--- src/rtl/pshift_pkg.sv ---
package pshift_pkg;
    typedef enum logic [1:0] {
        LEG_OFF,
        LEG_GAP,
        LEG_DRV
    } leg_state_e;

    typedef enum logic {
        TB_HALT,
        TB_RUN
    } tb_state_e;
endpackage

--- src/rtl/pshift_deadtime.sv ---
module pshift_deadtime #(
    parameter int DT_W   = 3,
    parameter int CS_W   = 4,
    parameter int MIN_DT = 3,
    parameter int DTOT_W = DT_W + 3
) (
    input  logic [DT_W-1:0]   dt_word,
    input  logic              bypass,
    input  logic              adapt_en,
    input  logic [CS_W:0]     cs_code,
    output logic [DTOT_W-1:0] dtot
);
    localparam int PW = DT_W + CS_W + 3;
    localparam logic [CS_W:0]   PEAK  = (CS_W+1)'(1 << CS_W);
    localparam logic [CS_W+2:0] FOURP = (CS_W+3)'(4 << CS_W);

    logic [CS_W:0]     cs_sat;
    logic [CS_W+2:0]   factor;
    logic [PW-1:0]     prod;
    logic [DTOT_W-1:0] prog;

    always_comb begin
        cs_sat = (cs_code > PEAK) ? PEAK : cs_code;
        // factor = 4*peak - 3*s, from 4*peak at zero current down to peak
        factor = FOURP - ({2'b00, cs_sat} + {1'b0, cs_sat, 1'b0});
        prod   = PW'(dt_word) * PW'(factor);
        if (bypass)
            prog = '0;
        else if (adapt_en)
            prog = DTOT_W'(prod >> CS_W);
        else
            prog = DTOT_W'(dt_word);
        dtot = prog + DTOT_W'(MIN_DT);
    end
endmodule

--- src/rtl/pshift_timebase.sv ---
module pshift_timebase
    import pshift_pkg::*;
#(
    parameter int PERIOD = 40,
    parameter int TB_W   = $clog2(PERIOD),
    parameter int DTOT_W = 6
) (
    input  logic              clk,
    input  logic              rst_n,
    input  logic              en,
    input  logic [TB_W-1:0]   phase_in,
    input  logic [DTOT_W-1:0] dtot_lag,
    output logic              raw_lead,
    output logic              raw_lag
);
    localparam logic [TB_W-1:0] TB_LAST = TB_W'(PERIOD - 1);

    tb_state_e       st, st_n;
    logic [TB_W-1:0] tb, tb_n;
    logic [TB_W-1:0] ph_lat, ph_lat_n;
    logic            ph1_n, ph2_n;
    logic [TB_W-1:0] ph_clamp;
    logic [31:0]     lim32;
    logic            wrap;

    always_comb begin
        lim32    = (32'(dtot_lag) >= 32'(PERIOD)) ? 32'd0 : 32'(PERIOD) - 32'(dtot_lag);
        ph_clamp = (32'(phase_in) > lim32) ? TB_W'(lim32) : phase_in;
    end

    always_comb begin
        st_n     = en ? TB_RUN : TB_HALT;
        wrap     = (tb == TB_LAST);
        tb_n     = tb;
        ph1_n    = raw_lead;
        ph2_n    = raw_lag;
        ph_lat_n = ph_lat;
        unique case (st_n)
            TB_HALT: begin
                tb_n     = '0;
                ph1_n    = 1'b0;
                ph2_n    = 1'b0;
                ph_lat_n = '0;
            end
            TB_RUN: begin
                tb_n     = wrap ? '0 : tb + 1'b1;
                ph1_n    = wrap ? ~raw_lead : raw_lead;
                ph_lat_n = wrap ? ph_clamp : ph_lat;
                ph2_n    = (tb_n == ph_lat_n) ? ph1_n : raw_lag;
            end
            default: ;
        endcase
    end

    always_ff @(posedge clk or negedge rst_n) begin
        if (!rst_n) begin
            st       <= TB_HALT;
            tb       <= '0;
            raw_lead <= 1'b0;
            raw_lag  <= 1'b0;
            ph_lat   <= '0;
        end else begin
            st       <= st_n;
            tb       <= tb_n;
            raw_lead <= ph1_n;
            raw_lag  <= ph2_n;
            ph_lat   <= ph_lat_n;
        end
    end

    assert_flip_at_wrap_R2: assert property (@(posedge clk) disable iff (!rst_n)
        ($past(en) && (raw_lead != $past(raw_lead))) |-> ($past(tb) == TB_LAST));

    assert_phase_hold_R7: assert property (@(posedge clk) disable iff (!rst_n)
        ($past(en) && ($past(tb) != TB_LAST)) |-> (ph_lat == $past(ph_lat)));

    assert_phase_clamp_R8: assert property (@(posedge clk) disable iff (!rst_n)
        ((st == TB_RUN) && (tb == '0) && ($past(tb) == TB_LAST))
            |-> ((ph_lat == '0) || (32'(ph_lat) + 32'($past(dtot_lag)) <= 32'(PERIOD))));
endmodule

--- src/rtl/pshift_leg.sv ---
module pshift_leg
    import pshift_pkg::*;
#(
    parameter int DTOT_W = 6
) (
    input  logic              clk,
    input  logic              rst_n,
    input  logic              en,
    input  logic              raw,
    input  logic [DTOT_W-1:0] dtot,
    output logic              drv_hi,
    output logic              drv_lo
);
    leg_state_e        st, st_n;
    logic [DTOT_W-1:0] cnt, cnt_n;
    logic              pol, pol_n;

    always_comb begin
        st_n  = st;
        cnt_n = cnt;
        pol_n = pol;
        if (!en) begin
            st_n  = LEG_OFF;
            pol_n = raw;
        end else begin
            unique case (st)
                LEG_OFF: begin
                    st_n  = LEG_GAP;
                    cnt_n = dtot;
                    pol_n = raw;
                end
                LEG_GAP: begin
                    if (raw != pol) begin
                        cnt_n = dtot;
                        pol_n = raw;
                    end else if (cnt <= DTOT_W'(1)) begin
                        st_n = LEG_DRV;
                    end else begin
                        cnt_n = cnt - 1'b1;
                    end
                end
                LEG_DRV: begin
                    if (raw != pol) begin
                        st_n  = LEG_GAP;
                        cnt_n = dtot;
                        pol_n = raw;
                    end
                end
                default: st_n = LEG_OFF;
            endcase
        end
    end

    always_ff @(posedge clk or negedge rst_n) begin
        if (!rst_n) begin
            st  <= LEG_OFF;
            cnt <= '0;
            pol <= 1'b0;
        end else begin
            st  <= st_n;
            cnt <= cnt_n;
            pol <= pol_n;
        end
    end

    always_ff @(posedge clk or negedge rst_n) begin
        if (!rst_n) begin
            drv_hi <= 1'b0;
            drv_lo <= 1'b0;
        end else begin
            drv_hi <= (st_n == LEG_DRV) && pol_n;
            drv_lo <= (st_n == LEG_DRV) && !pol_n;
        end
    end

    assert_no_overlap_R3: assert property (@(posedge clk) disable iff (!rst_n)
        !(drv_hi && drv_lo));

    assert_gap_hi_R3: assert property (@(posedge clk) disable iff (!rst_n)
        drv_hi |-> !$past(drv_lo));

    assert_gap_lo_R3: assert property (@(posedge clk) disable iff (!rst_n)
        drv_lo |-> !$past(drv_hi));

    assert_off_when_disabled_R9: assert property (@(posedge clk) disable iff (!rst_n)
        !$past(en) |-> (!drv_hi && !drv_lo));
endmodule

--- src/rtl/pshift_bridge_pwm.sv ---
module pshift_bridge_pwm #(
    parameter int PERIOD = 40,
    parameter int DT_W   = 3,
    parameter int CS_W   = 4,
    parameter int MIN_DT = 3,
    localparam int TB_W   = $clog2(PERIOD),
    localparam int DTOT_W = DT_W + 3
) (
    input  logic            clk,
    input  logic            rst_n,
    input  logic            en,
    input  logic [TB_W-1:0] phase,
    input  logic [DT_W-1:0] dt_ab,
    input  logic [DT_W-1:0] dt_cd,
    input  logic [1:0]      dt_bypass,
    input  logic            adapt_en,
    input  logic [CS_W:0]   cs_code,
    output logic            out_a,
    output logic            out_b,
    output logic            out_c,
    output logic            out_d
);
    localparam int NLEG = 2;

    logic [DT_W-1:0]   dt_sel [NLEG];
    logic [DTOT_W-1:0] dtot_w [NLEG];
    logic [NLEG-1:0]   raw_w, hi_w, lo_w;

    assign dt_sel[0] = dt_ab;
    assign dt_sel[1] = dt_cd;

    pshift_timebase #(
        .PERIOD (PERIOD),
        .TB_W   (TB_W),
        .DTOT_W (DTOT_W)
    ) u_tb (
        .clk      (clk),
        .rst_n    (rst_n),
        .en       (en),
        .phase_in (phase),
        .dtot_lag (dtot_w[1]),
        .raw_lead (raw_w[0]),
        .raw_lag  (raw_w[1])
    );

    for (genvar g = 0; g < NLEG; g++) begin : g_leg
        pshift_deadtime #(
            .DT_W   (DT_W),
            .CS_W   (CS_W),
            .MIN_DT (MIN_DT),
            .DTOT_W (DTOT_W)
        ) u_dt (
            .dt_word  (dt_sel[g]),
            .bypass   (dt_bypass[g]),
            .adapt_en (adapt_en),
            .cs_code  (cs_code),
            .dtot     (dtot_w[g])
        );

        pshift_leg #(
            .DTOT_W (DTOT_W)
        ) u_leg (
            .clk    (clk),
            .rst_n  (rst_n),
            .en     (en),
            .raw    (raw_w[g]),
            .dtot   (dtot_w[g]),
            .drv_hi (hi_w[g]),
            .drv_lo (lo_w[g])
        );
    end

    assign out_a = hi_w[0];
    assign out_b = lo_w[0];
    assign out_c = hi_w[1];
    assign out_d = lo_w[1];
endmodule

--- config.mk ---
export PLATFORM = sky130hd
export DESIGN_NAME = pshift_bridge_pwm
export DESIGN_NICKNAME = d
export VERILOG_FILES = /design/src/rtl/pshift_pkg.sv /design/src/rtl/pshift_deadtime.sv /design/src/rtl/pshift_timebase.sv /design/src/rtl/pshift_leg.sv /design/src/rtl/pshift_bridge_pwm.sv
export SDC_FILE = /design/constraint.sdc
export NUM_CORES = 1
export LEC_CHECK = 0
export BUFFER_PORTS_ARGS = -buffer_cell sky130_fd_sc_hd__clkbuf_2
export CORE_UTILIZATION = 55
export CTS_CLUSTER_DIAMETER = 40
export DETAILED_ROUTE_END_ITERATION = 12
export PLACE_DENSITY = 0.78
export SLEW_MARGIN = 20
export SYNTH_ARGS = -nofsm -noshare
export SYNTH_HDL_FRONTEND = slang
export SYNTH_SLANG_ARGS = --single-unit
--- constraint.sdc ---
create_clock -name clk -period 2.1 [get_ports clk]
set_input_delay 0.105 -clock clk [delete_from_list [all_inputs] [get_ports clk]]
set_output_delay 0.105 -clock clk [all_outputs]
set_load 0.05 [all_outputs]
==> flow_summary.toml <==
[worst_setup_path]
crit_family = "compound AO/OA/AOI/OAI gates"
crit_slowest_cell = "fa_1"
path_class = "input port to flip-flop"
critPathLaunch = "cs_code[4]"
critPathRequiredTime_ps = 2290
max_stage_delay_ps = 500
end_kind = "flip-flop"
path_buf_inv = 6
reg2reg_from = "u_tb.tb[0]$_DFF_PN0_"
worst_setup_path_start_kind = "input port"
cp_max_fo = 6
regToRegSetupSlack_ps = -330
critPathArrivalTime_ps = 7110

[layout]
area_growth_pct = 54.4
final_layout_size_suffix_gt1_share_pct = 45.3
antenna_cells = 0
finalNetCount = 759
num-fill-cells = 327

[cts]
path_clk_slew_ps = 80
cts_tree = "done"
clkSinkCount = 36
clockBufferDepth = 2
clockRootBuffer = "clkbuf_8"
clock_latency_ps = 300
numCtsBuffers = 5
cts-htree-levels = 2

[power]
total_power_mw = 5.89
powerDensity_mw_per_mm2 = 923
power_leakage_nw = 3.05
vdd_drop_max_v = 0.000414

[die]
coreArea_mm2 = 0.00725
pin_count = 27
row_count = 31
die_h_um = 88.7
die_x_um = 88.7
initial_utilization_pct = 57.0
die-area_mm2 = 0.00787

[route]
drt_iter0_markers = 413
dr.pass1.iters = 7
via_per_inst = 6.47
vias = 5041
ant_nets = 0
drc = 0
routed_wl_um = 17200
avgRoutedWirePerCell_um = 22.0

[sta]
rsz0062_at_grt = "yes"
post-route-period-util_pct = 329
maxSlewViolCount = 0
final.min_clock_period_ps = 6920
worstMarginPinSlew_ps = 999
fmax_ghz = 0.145
final-hold-violation-count = 0
skew_ps = 9.28
slew_headroom_pct = 33.4
holdWs_ps = 90.4
setup_slack_ps = -4820
setup_viol = 19

[logic_synthesis]
synth_area_leaders = "dfrtp_1, ha_1, nand2_1"
synth_edf_count = 0
yosysMostFrequentCell = "nand2_1"
synth.net_count = 585
yosysTopAreaCell = "dfrtp_1"
syn_inst = 505
synth-seq-cells = 36
async_flop_share_pct = 100
synthDominantCellAreaShare_pct = 21.8
synth-main-ff-cell = "dfrtp_1"
synth_warnings = 0
synthTopCellsByCount = "nand2_1, inv_1, ha_1"
syn_area_per_cell_um2 = 8.18
yosysSeqAreaShare_pct = 21.8
syn_area_mm2 = 0.00413
synth_cell_types = 72

[placed_design]
dp_hpwl_um = 8870
port_buffers = 26
gp_congestion = 0.937

[min_path]
hp-class = "input port to flip-flop"
hp-start = "phase[0]"

[global_route]
grt_overflow_total = 0
grt_pass1_wl_um = 22000
grt_pass1_vias = 4905
antenna_found_initial = 2
grt_use_total_pct = 36.9
grt_max_degree = 37

[outcome]
status = "finished with violations"
violations = "negative setup slack"

[job]
maxCapViolCount = 0
## worst reg2reg max path: stages (launching register included)
cell and delay (ps):
dfrtp_1 400, ha_1 260, buf_4 180, and4_1 250
nor2_1 210, mux2i_1 140, a21oi_1 340, nor2_4 90
a2111oi_4 340, o2bb2ai_2 140
## area by class of cell
| type | instances | area (µm²) | area share [%] |
|---|---|---|---|
| inverters | 53 | 199 | 3.12 |
| well taps | 99 | 124 | 1.94 |
| clock buffers | 5 | 68.8 | 1.08 |
| multi-input cells | 401 | 3670 | 57.6 |
| repair buffers | 182 | 1400 | 21.9 |
| clock inverters | 3 | 18.8 | 0.294 |
| flip-flops and latches | 36 | 901 | 14.1 |
## worst paths after layout
path	endpoint	cells past startpoint
min	u_tb.ph_lat[0]$_DFF_PN0_	3
min reg2reg	g_leg[0].u_leg.cnt[5]$_DFFE_PN0P_	2
min in group asynchronous	u_tb.raw_lead$_DFF_PN0_	2
max reg2reg	u_tb.raw_lag$_DFFE_PN0P_	9
max in group asynchronous	g_leg[1].u_leg.cnt[0]$_DFFE_PN0P_	2
max	u_tb.raw_lag$_DFFE_PN0P_	37
## what timing repair did
action | 4_1_cts | 5_1_grt
setup endpoints to repair | 19 | 19
hold endpoints to repair | 36 | 0
setup buffers | 27 | 9
gates resized for setup | 73 | 39
hold buffers | 1 | 0
pin swaps | 58 | 22
## layer usage
layer,vias up,GRT usage (%),routed length (µm)
li1,2132,-,-
met1,2374,35.0,5730
met2,372,69.6,8330
met3,161,8.02,1540
met4,2,27.0,1570
met5,-,0.649,13
## cells in the final DEF, fill, tap and decap left out, types with 5 or more instances in the layout
| cell | Yosys | final |
|---|---|---|
| buf_4 | 0 | 136 |
| nand2_1 | 54 | 46 |
| inv_1 | 52 | 43 |
| dfrtp_1 | 36 | 36 |
| ha_1 | 47 | 32 |
| nor2_1 | 37 | 30 |
| clkbuf_2 | 0 | 25 |
| o21ai_0 | 35 | 23 |
| buf_6 | 3 | 19 |
| a21oi_1 | 28 | 17 |
| ha_4 | 0 | 12 |
| nor3_1 | 15 | 11 |
| nor2b_1 | 14 | 11 |
| xor2_1 | 13 | 11 |
| inv_2 | 1 | 10 |
| fa_1 | 10 | 10 |
| nand2b_1 | 13 | 9 |
| a21oi_2 | 2 | 9 |
| o21ai_2 | 1 | 7 |
| xnor2_1 | 12 | 7 |
| o21a_1 | 7 | 6 |
| nand2_2 | 0 | 6 |
| o21ai_1 | 2 | 6 |
| nand3b_1 | 6 | 6 |
| nand3_1 | 7 | 6 |
| and2_1 | 6 | 6 |
| mux2i_1 | 6 | 5 |
| nor2_2 | 1 | 5 |
| nand4_1 | 5 | 5 |
| clkbuf_8 | 0 | 5 |
## state kept, by name (all words and copies together), names as in the netlist
register	flops
g_leg.u_leg.pol	2
g_leg.u_leg.drv_hi	2
u_tb.raw_lead	1
u_tb.raw_lag	1
g_leg.u_leg.drv_lo	2
u_tb.tb	6
g_leg.u_leg.st	4
u_tb.ph_lat	6
g_leg.u_leg.cnt	12
## cells by family (layout without fill, tap and decap cells)
kind of cell,count (synthesis),count (layout),synth area share [%]
buffers and inverters,68,243,6.75
AOI/OAI and AO/OA,128,128,21.9
xor gates and xnor gates,26,26,5.84
muxes,10,10,2.54
DFF,36,36,21.8
and+or+nand+nor,180,180,22.1
adders and majority gates,57,57,19.1
## through the flow
stage          setup WS, ps  util [%]  cells  setup TNS (ps)  instance area (µm²)
6_report              -4820      88.0    779          -54810                 6380
5_1_grt               -5130      88.0    779          -58390                 6380
4_1_cts               -4160      84.5    773          -48360                 6130
3_5_place_dp          -4940      75.5    740          -60210                 5480
3_3_place_gp          -4540      75.5    740          -55800                 5480
2_1_floorplan         -4460         -    505          -52190                 4390
## power breakdown
part / internal, mW / leakage (nW) / switching, mW
clock: 0.232 / 0.0479 / 0.292
sequential: 0.818 / 0.481 / 0.144
combinational: 2.10 / 2.53 / 2.31
Power figures use the tool's default switching activity.
